File: config.mk
export PLATFORM = sky130hd
export DESIGN_NAME = irq_coalesce_timer
export DESIGN_NICKNAME = d
export VERILOG_FILES = /design/src/rtl/irq_coalesce_timer.sv
export SDC_FILE = /design/constraint.sdc
export NUM_CORES = 1
export LEC_CHECK = 0
export CORE_AREA = 2 2 79 81
export DETAILED_ROUTE_END_ITERATION = 12
export DIE_AREA = 0 0 81 83
export SLEW_MARGIN = 20
export SYNTH_ARGS = -nofsm -noshare
export SYNTH_HDL_FRONTEND = slang
export SYNTH_SLANG_ARGS = --single-unit
File: constraint.sdc
create_clock -name clk -period 6.25 [get_ports clk]
set_clock_uncertainty 0.1 [all_clocks]
set_input_delay 1.25 -clock clk [delete_from_list [all_inputs] [get_ports clk]]
set_output_delay 1.25 -clock clk [all_outputs]
set_load 0.03 [all_outputs]
File: src/rtl/irq_coalesce_timer.sv
module irq_coalesce_timer #(
  parameter int          CLKS_PER_US = 200,
  parameter int          ADDR_W      = 8,
  parameter logic [7:0]  REG_OFFSET  = 8'h0C
) (
  input  logic              clk,
  input  logic              rst,
  input  logic [ADDR_W-1:0] reg_addr,
  input  logic              reg_wr,
  input  logic [15:0]       reg_wdata,
  output logic [15:0]       reg_rdata,
  input  logic              done_evt,
  output logic              irq_pulse
);
  localparam int PER_W = 14;
  localparam int PS_W  = (CLKS_PER_US > 1) ? $clog2(CLKS_PER_US) : 1;
  localparam logic [PS_W-1:0] PS_LAST = PS_W'(CLKS_PER_US - 1);

  logic [PS_W-1:0]  ps_q;
  logic [PER_W-1:0] period_q;
  logic [PER_W-1:0] cnt_q;
  logic             pending_q;
  logic             irq_q;

  wire sel    = (reg_addr == ADDR_W'(REG_OFFSET));
  wire tick   = (ps_q == PS_LAST);
  wire expire = pending_q && (cnt_q == '0);
  wire bypass = !pending_q && (period_q == '0) && done_evt;
  wire arm    = !pending_q && (period_q != '0) && done_evt;

  assign reg_rdata = sel ? {1'b1, 1'b0, period_q} : 16'h0000;
  assign irq_pulse = irq_q;

  always_ff @(posedge clk) begin
    if (rst) ps_q <= '0;
    else     ps_q <= tick ? '0 : ps_q + 1'b1;
  end

  always_ff @(posedge clk) begin
    if (rst)                period_q <= '0;
    else if (reg_wr && sel) period_q <= reg_wdata[PER_W-1:0];
  end

  always_ff @(posedge clk) begin
    if (rst) begin
      pending_q <= 1'b0;
      cnt_q     <= '0;
      irq_q     <= 1'b0;
    end else begin
      irq_q <= expire || bypass;
      if (expire) begin
        pending_q <= 1'b0;
      end else if (pending_q) begin
        if (tick) cnt_q <= cnt_q - 1'b1;
      end else if (arm) begin
        pending_q <= 1'b1;
        cnt_q     <= period_q;
      end
    end
  end
endmodule

==> impl_metrics.py, run 1 <==
metrics = {
    "placed_design": {
        "globalplace.congestion": 0.810,
        "placed_cells": 355,
        "numPortBuffers": 41,
        "dp_worst_setup_slack_ns": 1.36,
        "placed_cell_area_um2": 2430,
        "hpwlAfterDp_um": 3470,
    },
    "timing": {
        "unrepaired_setup_endpoints_after_global_routing": "no",
        "fmaxAchievable_ghz": 0.205,
        "timing_hold_violations_final": 0,
        "timing.setup.tns_ns": 0,
        "worst_pin_slew_ns": 0.843,
        "fin_ws_ns": 1.38,
        "slew-limit-headroom": 0.436,
        "period_share": 0.780,
        "final.hold.worst_slack_ns": 0.352,
        "finalWorstPathRequiredPeriod_ns": 4.87,
        "setup_viol": 0,
        "final_max_slew_viol_count": 0,
    },
    "grt": {
        "grtUsageTotal": 0.157,
        "grt_use_met1": 0.197,
        "globalRouteMet3Util": 0.0370,
        "congestion_overflow_gr": 0,
        "grt.busiest_layer": "met2",
        "antenna_violations_before_repair": 0,
        "first_pass_grt_wire_length_um": 8480,
        "via_count_of_the_first_global_routing_pass": 1860,
        "grt_start_max_net_pins": 33,
        "grt.met2_usage": 0.261,
    },
    "critical_path": {
        "worstPathArrival_ns": 3.52,
        "end_kind": "output pin",
        "timing.critical_path.from": "reg_addr[5]",
        "reg2reg_slack_ns": 2.90,
        "setup.worst_path.start_class": "input pin",
        "worstReg2RegStart": "pending_q",
        "r2r_end": "cnt_q[8]",
        "timing.critical_path.fanout_max": 30,
        "timing.critical_path.required_ns": 4.90,
        "critical_path.endpoint": "reg_rdata[12]",
        "r2r.worst_path.cells": 5,
        "worstSetupPathType": "input pin to output pin",
    },
    "routing": {
        "route.final.wire_length_um": 4950,
        "drt_drc_violations_left": 0,
        "antenna_left": 0,
        "dr_total_vias": 1910,
        "post_drt_via_cell_ratio": 5.26,
        "count_of_tritonroute_iterations_in_the_first_routing_pass": 4,
        "post_drt_wl_per_cell_um": 13.6,
        "drt_first_iter_violations": 99,
    },
    "synthesis": {
        "ys_dominant_reg_cell": "sky130_fd_sc_hd__dfxtp_1",
        "synthXorXnorAreaFrac": 0.0265,
        "synth_area_um2": 1980,
        "synth_seq_area_share": 0.383,
        "number_of_flops_mapped_to_enable_cells_by_yosys": 0,
        "synth.net_count": 285,
        "synth.yosys.warnings": 0,
        "synth_area_leaders": "sky130_fd_sc_hd__dfxtp_1 38%, sky130_fd_sc_hd__a21oi_1 7.3%, sky130_fd_sc_hd__nand3_1 5.0%, sky130_fd_sc_hd__nand2_1 4.5%, sky130_fd_sc_hd__and2_1 4.4%",
        "synth_compound_gate_area_share": 0.213,
        "asyncSetResetFlopFracSynth": 0,
        "synth_top_cell_area_share": 0.383,
        "synth_top_family_by_area": "simple AND/OR/NAND/NOR gates",
        "synthDominantAreaCellType": "sky130_fd_sc_hd__dfxtp_1",
        "synth.lib_cells_used.distinct": 44,
        "synth-simple-area-share": 0.308,
        "mux_contribution_to_synthesized_area": 0,
        "synth.avg_cell_area_um2": 7.78,
        "synthesis.instances": 255,
        "synth_fa_ha_area_frac": 0.0126,
        "postSynthRegisterBits": 38,
    },
    "power_and_ir_drop": {
        "swShare": 0.237,
        "power.clock.fraction": 0.376,
        "sequentialPowerShare": 0.550,
        "sw_power_uw": 106,
        "power.combinational.fraction": 0.074,
        "worst_ir_drop_vdd_uv": 65.5,
        "static-leakage-power_nw": 0.861,
        "power.density_nw_per_um2": 177,
        "internal_power_contribution_uw": 341,
    },
    "cells_and_area": {
        "layout-drive-gt1-share": 0.0521,
        "layout_common_cells": "41 x sky130_fd_sc_hd__clkdlybuf4s50_1, 38 x sky130_fd_sc_hd__dfxtp_1, 29 x sky130_fd_sc_hd__a21oi_1",
        "design_area_um2": 2520,
        "most_common_cell_after_layout_fill_and_taps_aside": "sky130_fd_sc_hd__clkdlybuf4s50_1",
        "antenna_cells_inserted": 0,
        "fin_cells": 363,
        "layout.nets": 317,
        "layout-area-overhead-vs-synth_pct": 26.9,
    },
    "clocking": {
        "cts_num_sinks": 38,
        "clkLatencyLatePin_ns": 0.30,
        "cts_inserted_buffers": 5,
        "tritoncts": "built",
        "clockBufferDepth": 2,
        "cts_resized": 0,
        "cts.hold.buffers_added": 0,
        "clk_pin_slew_worst_paths_ns": 0.08,
        "cell_at_the_root_of_the_clock_tree": "sky130_fd_sc_hd__clkbuf_8",
        "postCtsSetupRepairBufs": 0,
        "clock_tree.htree_level_count": 2,
    },
    "floorplanning": {
        "die-width_um": 81,
        "pin_count": 45,
        "placeableCoreArea_um2": 5820,
        "fp-row-count": 28,
        "initial_core_util": 0.341,
        "die-height_um": 83,
        "die_area_um2": 6720,
    },
    "run": {
        "timing.max_cap.violations": 0,
    },
    "min_path": {
        "hp-class": "register to register",
    },
    "status": {
        "outcome": "complete, no violations",
    },
}
[cell type report]
class | instances | area (um^2)
clock buffers | 6 | 72.6
clock inverters | 2 | 13.8
fillers | 631 | 3300
inverters | 6 | 22.5
multi-input cells | 192 | 1120
flip-flops and latches | 38 | 761
well taps | 75 | 93.8
repair buffers | 44 | 433
[power groups by stage]
stage	logic [mW]	clock network (mW)	registers, mW
5_1_grt	0.0363	0.185	0.246
2_1_floorplan	0.0127	0	0.252
4_1_cts	0.0335	0.172	0.246
6_report	0.0330	0.168	0.246
3_5_place_dp	0.0333	0	0.252
3_3_place_gp	0.0330	0	0.251
[worst min path at each step]
stage | depth (start not counted) | startpoint | to | slack, ns
after floorplan | 1 | ps_q[0] | ps_q[0] | 0.31
after global placement | 1 | ps_q[0] | ps_q[0] | 0.32
after detailed placement | 1 | ps_q[0] | ps_q[0] | 0.34
after CTS | 1 | ps_q[0] | ps_q[0] | 0.36
after global routing | 1 | ps_q[0] | ps_q[0] | 0.37
final | 1 | ps_q[0] | ps_q[0] | 0.35
[registers in the layout, summed over array words and instances, names as in the netlist]
register,flops
cnt_q,14
ps_q,8
period_q,14
irq_pulse,1
pending_q,1
[routing by layer]
layer,vias up,part of all wire
li1,986,-
met1,865,0.46
met2,54,0.49
met3,5,0.046
met4,0,0.0097
met5,-,0
[critical path: stages]
cell and delay (ns):
sky130_fd_sc_hd__clkdlybuf4s50_1 0.39, sky130_fd_sc_hd__or4_1 0.53, sky130_fd_sc_hd__nor4_2 0.21, sky130_fd_sc_hd__buf_4 0.30, sky130_fd_sc_hd__and2_1 0.17, sky130_fd_sc_hd__clkdlybuf4s50_1 0.67
[logic make-up (layout without fill, tap and decap cells)]
family          after synthesis  after routing
buf+inv                      25             58
flops                        38             38
xor+xnor                      6              6
compound gates               66             66
fa+ha+maj                     2              2
other cells                   1              1
simple gates                117            117
[cell usage after synthesis, types with 2 or more instances]
master and instances:
sky130_fd_sc_hd__nand2_1 24, sky130_fd_sc_hd__nor2_1 21, sky130_fd_sc_hd__ha_1 2, sky130_fd_sc_hd__o21ai_0 8, sky130_fd_sc_hd__o311ai_0 8, sky130_fd_sc_hd__and2_1 14, sky130_fd_sc_hd__xor2_1 4, sky130_fd_sc_hd__nor3_1 7
sky130_fd_sc_hd__buf_2 3, sky130_fd_sc_hd__buf_4 3, sky130_fd_sc_hd__nand4_1 2, sky130_fd_sc_hd__inv_1 5, sky130_fd_sc_hd__dfxtp_1 38, sky130_fd_sc_hd__o31ai_1 8, sky130_fd_sc_hd__nand3_1 20, sky130_fd_sc_hd__nor4_1 6
sky130_fd_sc_hd__clkbuf_1 13, sky130_fd_sc_hd__xnor2_1 2, sky130_fd_sc_hd__a21oi_1 29, sky130_fd_sc_hd__o211ai_1 2, sky130_fd_sc_hd__or4_1 3, sky130_fd_sc_hd__or3_1 4, sky130_fd_sc_hd__and3_1 4, sky130_fd_sc_hd__nor2b_1 4
sky130_fd_sc_hd__o2bb2ai_1 2
[metrics by stage]
stage / power, mW / util
2_1_floorplan: 0.264 / -
3_3_place_gp: 0.285 / 0.418
3_5_place_dp: 0.285 / 0.418
4_1_cts: 0.451 / 0.433
5_1_grt: 0.468 / 0.433
6_report: 0.447 / 0.433
Note: power is estimated with default switching activity, not from simulation.
==> inputs of run 2 (changes only) <==
clock period = 4.3 ns   (was 6.25 ns; I/O delays follow)
==> impl_metrics.py, run 2 (same netlist as run 1, synthesis figures left out) <==
metrics = {
    "floorplanning": {
        "die-height_um": 83,
        "initial_core_util": 0.341,
        "die-width_um": 81,
        "die_area_um2": 6720,
        "pin_count": 45,
        "fp-row-count": 28,
        "placeableCoreArea_um2": 5820,
    },
    "critical_path": {
        "worstReg2RegStart": "pending_q",
        "setup.worst_path.start_class": "input pin",
        "reg2reg_slack_ns": 1.54,
        "timing.critical_path.required_ns": 3.34,
        "worstSetupPathType": "input pin to output pin",
        "r2r.worst_path.cells": 6,
        "timing.critical_path.fanout_max": 30,
        "r2r_end": "cnt_q[0]",
        "worstPathArrival_ns": 2.64,
        "end_kind": "output pin",
    },
    "clocking": {
        "cts.hold.buffers_added": 0,
        "clock_tree.htree_level_count": 2,
        "cts_inserted_buffers": 5,
        "clkLatencyLatePin_ns": 0.29,
        "cell_at_the_root_of_the_clock_tree": "sky130_fd_sc_hd__clkbuf_8",
        "postCtsSetupRepairBufs": 0,
        "cts_num_sinks": 38,
        "cts_resized": 0,
        "clk_pin_slew_worst_paths_ns": 0.08,
        "clockBufferDepth": 2,
        "tritoncts": "built",
    },
    "timing": {
        "period_share": 0.836,
        "finalWorstPathRequiredPeriod_ns": 3.60,
        "timing.setup.tns_ns": 0,
        "fmaxAchievable_ghz": 0.278,
        "worst_pin_slew_ns": 0.693,
        "setup_viol": 0,
        "unrepaired_setup_endpoints_after_global_routing": "no",
        "timing_hold_violations_final": 0,
        "fin_ws_ns": 0.704,
        "final.hold.worst_slack_ns": 0.345,
        "final_max_slew_viol_count": 0,
        "slew-limit-headroom": 0.533,
    },
    "grt": {
        "via_count_of_the_first_global_routing_pass": 1781,
        "congestion_overflow_gr": 0,
        "grtUsageTotal": 0.158,
        "first_pass_grt_wire_length_um": 8590,
        "antenna_violations_before_repair": 0,
        "grt_start_max_net_pins": 33,
    },
    "cells_and_area": {
        "layout.nets": 319,
        "regArea_um2": 761,
        "layout-drive-gt1-share": 0.107,
        "most_common_cell_after_layout_fill_and_taps_aside": "sky130_fd_sc_hd__dfxtp_1",
        "design_area_um2": 2490,
        "antenna_cells_inserted": 0,
        "layout_common_cells": "38 x sky130_fd_sc_hd__dfxtp_1, 29 x sky130_fd_sc_hd__a21oi_1, 26 x sky130_fd_sc_hd__clkdlybuf4s50_1",
        "nFillCells": 617,
        "multiInputGateArea_um2": 1120,
        "top_regs": "cnt_q: 14 flops, period_q: 14 flops, ps_q: 8 flops",
        "layout-area-overhead-vs-synth_pct": 25.4,
    },
    "routing": {
        "post_drt_wl_per_cell_um": 13.8,
        "count_of_tritonroute_iterations_in_the_first_routing_pass": 5,
        "post_drt_via_cell_ratio": 5.33,
        "antenna_left": 0,
        "dr_total_vias": 1939,
        "drt_drc_violations_left": 0,
        "drt_first_iter_violations": 99,
        "route.final.wire_length_um": 5040,
    },
    "run": {
        "timing.max_cap.violations": 0,
    },
    "placed_design": {
        "globalplace.congestion": 0.824,
        "dp_worst_setup_slack_ns": 0.686,
        "hpwlAfterDp_um": 3530,
        "placed_cell_area_um2": 2410,
        "numPortBuffers": 41,
    },
    "power_and_ir_drop": {
        "power_uw": 642,
        "power.density_nw_per_um2": 258,
        "worst_ir_drop_vdd_uv": 92.7,
        "static-leakage-power_nw": 0.894,
    },
    "min_path": {
        "timing.hold.worst.start": "ps_q[0]",
        "min_path_cells": 1,
        "holdPathEnd": "ps_q[0]",
        "hp-class": "register to register",
    },
    "status": {
        "outcome": "complete, no violations",
    },
}
==> run 2: worst max-delay path, cell delays in order <==
cell and delay, ns:
sky130_fd_sc_hd__clkdlybuf4s50_1 0.39, sky130_fd_sc_hd__or4_1 0.53, sky130_fd_sc_hd__nor4_2 0.21, sky130_fd_sc_hd__buf_4 0.30, sky130_fd_sc_hd__and2_1 0.18, sky130_fd_sc_hd__buf_4 0.16
==> run 2: final cells by class <==
type                    count  area share
multi-input cells         192       0.450
well taps                  75      0.0377
clock buffers               6      0.0292
inverters                   6     0.00905
clock inverters             1     0.00302
repair buffers             46       0.165
flip-flops and latches     38       0.306
==> run 2: metal layers <==
| layer | part of all wire | vias up | track usage |
|---|---|---|---|
| li1 | - | 988 | - |
| met1 | 0.46 | 876 | 0.213 |
| met2 | 0.47 | 66 | 0.248 |
| met3 | 0.047 | 9 | 0.0337 |
| met4 | 0.018 | 0 | 0.0555 |
| met5 | 0 | - | 0 |
==> run 2: how the worst max path moves through the flow <==
stage | startpoint | to | slack [ns]
6_report | reg_addr[5] | reg_rdata[5] | 0.70
5_1_grt | reg_addr[5] | reg_rdata[11] | 0.55
4_1_cts | reg_addr[5] | reg_rdata[2] | 0.68
3_5_place_dp | reg_addr[5] | reg_rdata[2] | 0.69
3_3_place_gp | reg_addr[5] | reg_rdata[5] | 0.71
2_1_floorplan | reg_addr[5] | reg_rdata[10] | 0.86
==> run 2: power by group <==
part	total [mW]	switching (mW)	internal (mW)
Sequential	0.357	0.00252	0.355
Combinational	0.0484	0.0219	0.0266
Clock	0.236	0.125	0.111
==> run 2: metrics by stage <==
stage / utilization / std cells
2_1_floorplan: - / 255
3_3_place_gp: 0.414 / 357
3_5_place_dp: 0.414 / 357
4_1_cts: 0.428 / 364
5_1_grt: 0.428 / 364
6_report: 0.428 / 364
==> inputs of run 3 (changes only) <==
clock period = 3.8 ns   (was 4.3 ns; I/O delays follow)
==> impl_metrics.py, run 3 (same netlist as run 1, synthesis figures left out) <==
metrics = {
    "timing": {
        "final.hold.worst_slack_ns": 0.352,
        "period_share": 0.891,
        "fmaxAchievable_ghz": 0.295,
        "timing.setup.tns_ns": 0,
        "finalWorstPathRequiredPeriod_ns": 3.39,
        "timing_hold_violations_final": 0,
        "worst_pin_slew_ns": 0.648,
        "slew-limit-headroom": 0.564,
        "unrepaired_setup_endpoints_after_global_routing": "no",
        "final_max_slew_viol_count": 0,
        "setup_viol": 0,
    },
    "routing": {
        "post_drt_via_cell_ratio": 5.20,
        "post_drt_wl_per_cell_um": 13.4,
        "drt_drc_violations_left": 0,
        "drt_first_iter_violations": 93,
        "antenna_left": 0,
        "route.final.wire_length_um": 4910,
        "count_of_tritonroute_iterations_in_the_first_routing_pass": 4,
        "dr_total_vias": 1907,
    },
    "min_path": {
        "hp-class": "register to register",
        "holdPathEnd": "ps_q[0]",
        "timing.hold.worst.start": "ps_q[0]",
        "min_path_cells": 1,
    },
    "floorplanning": {
        "pin_count": 45,
        "fp-row-count": 28,
        "die_area_um2": 6720,
        "placeableCoreArea_um2": 5820,
        "die-height_um": 83,
        "die-width_um": 81,
        "initial_core_util": 0.341,
    },
    "cells_and_area": {
        "fin_cells": 367,
        "most_common_cell_after_layout_fill_and_taps_aside": "sky130_fd_sc_hd__dfxtp_1",
        "layout.nets": 321,
        "top_regs": "cnt_q: 14 flops, period_q: 14 flops, ps_q: 8 flops",
        "layout-drive-gt1-share": 0.120,
        "layout_common_cells": "38 x sky130_fd_sc_hd__dfxtp_1, 29 x sky130_fd_sc_hd__a21oi_1, 26 x sky130_fd_sc_hd__clkdlybuf4s50_1",
        "layout-area-overhead-vs-synth_pct": 27.6,
        "antenna_cells_inserted": 0,
        "design_area_um2": 2530,
    },
    "clocking": {
        "cts_inserted_buffers": 5,
        "cell_at_the_root_of_the_clock_tree": "sky130_fd_sc_hd__clkbuf_8",
        "cts.hold.buffers_added": 0,
        "postCtsSetupRepairBufs": 0,
        "cts_resized": 0,
        "clkLatencyLatePin_ns": 0.29,
        "clk_pin_slew_worst_paths_ns": 0.08,
        "clock_tree.htree_level_count": 2,
        "tritoncts": "built",
        "cts_num_sinks": 38,
        "clockBufferDepth": 2,
    },
    "critical_path": {
        "r2r.worst_path.cells": 7,
        "worstReg2RegStart": "cnt_q[0]",
        "end_kind": "output pin",
        "setup.worst_path.start_class": "input pin",
        "timing.critical_path.fanout_max": 30,
        "worstPathArrival_ns": 2.53,
        "timing.critical_path.required_ns": 2.94,
        "worstSetupPathType": "input pin to output pin",
        "r2r_end": "cnt_q[10]",
        "reg2reg_slack_ns": 1.25,
    },
    "placed_design": {
        "globalplace.congestion": 0.860,
        "numPortBuffers": 41,
        "placed_cells": 359,
        "placed_cell_area_um2": 2440,
        "hpwlAfterDp_um": 3540,
    },
    "grt": {
        "antenna_violations_before_repair": 0,
        "grtUsageTotal": 0.153,
        "congestion_overflow_gr": 0,
        "grt_start_max_net_pins": 33,
        "first_pass_grt_wire_length_um": 8300,
        "via_count_of_the_first_global_routing_pass": 1831,
    },
    "power_and_ir_drop": {
        "power.density_nw_per_um2": 298,
        "static-leakage-power_nw": 0.917,
        "worst_ir_drop_vdd_uv": 168,
    },
    "status": {
        "outcome": "complete, no violations",
    },
    "run": {
        "timing.max_cap.violations": 0,
    },
}
==> run 3: cell count changes in the layout (fill, tap and decap cells not counted) <==
cell                       before  now
sky130_fd_sc_hd__clkbuf_8       5    6
sky130_fd_sc_hd__buf_4         20   21
sky130_fd_sc_hd__clkinv_2       0    1
sky130_fd_sc_hd__buf_12         0    1
sky130_fd_sc_hd__clkbuf_1       1    0
==> run 3: worst max-delay path by stage <==
stage                start            end  slack (ns)  cells past startpoint
2_1_floorplan  reg_addr[5]  reg_rdata[10]        0.56                      5
3_3_place_gp   reg_addr[5]   reg_rdata[3]        0.41                      6
3_5_place_dp   reg_addr[5]   reg_rdata[5]        0.40                      6
4_1_cts        reg_addr[5]   reg_rdata[5]        0.40                      6
5_1_grt        reg_addr[5]   reg_rdata[7]        0.30                      6
6_report       reg_addr[5]   reg_rdata[8]        0.41                      6
==> run 3: per-stage QoR <==
stage	utilization	setup WS, ns	total power, mW
after floorplan	-	0.555	0.435
after global placement	0.419	0.408	0.469
after detailed placement	0.419	0.401	0.469
after CTS	0.435	0.402	0.764
after global routing	0.435	0.297	0.781
final	0.435	0.413	0.753
==> run 3: area by class of cell <==
cell class	count	area [um^2]
inverter	6	22.5
fill	632	3280
multi-input combinational	192	1120
clock inverter	2	12.5
clock buffer	6	82.6
sequential	38	761
tap	75	93.8
timing repair buffer	48	438
==> run 3: report_power, final <==
part | switching, mW | internal [mW] | total, mW
Sequential | 0.00239 | 0.401 | 0.404
Clock | 0.148 | 0.146 | 0.294
Combinational | 0.0249 | 0.0304 | 0.0553
Total | 0.175 | 0.578 | 0.753
==> run 3: metal layers <==
layer  track usage  routed length (um)  up-vias
li1              -                   -      987
met3        0.0326                 221        7
met5             0                   0        -
met4        0.0616                  80        0
met2         0.249                2350       47
met1         0.192                2260      866
==> run 3: worst max-delay path: stages <==
cell and delay, ns:
sky130_fd_sc_hd__clkdlybuf4s50_1 0.39, sky130_fd_sc_hd__or4_1 0.53, sky130_fd_sc_hd__nor4_2 0.33, sky130_fd_sc_hd__buf_12 0.21
sky130_fd_sc_hd__and2_1 0.15, sky130_fd_sc_hd__buf_4 0.16
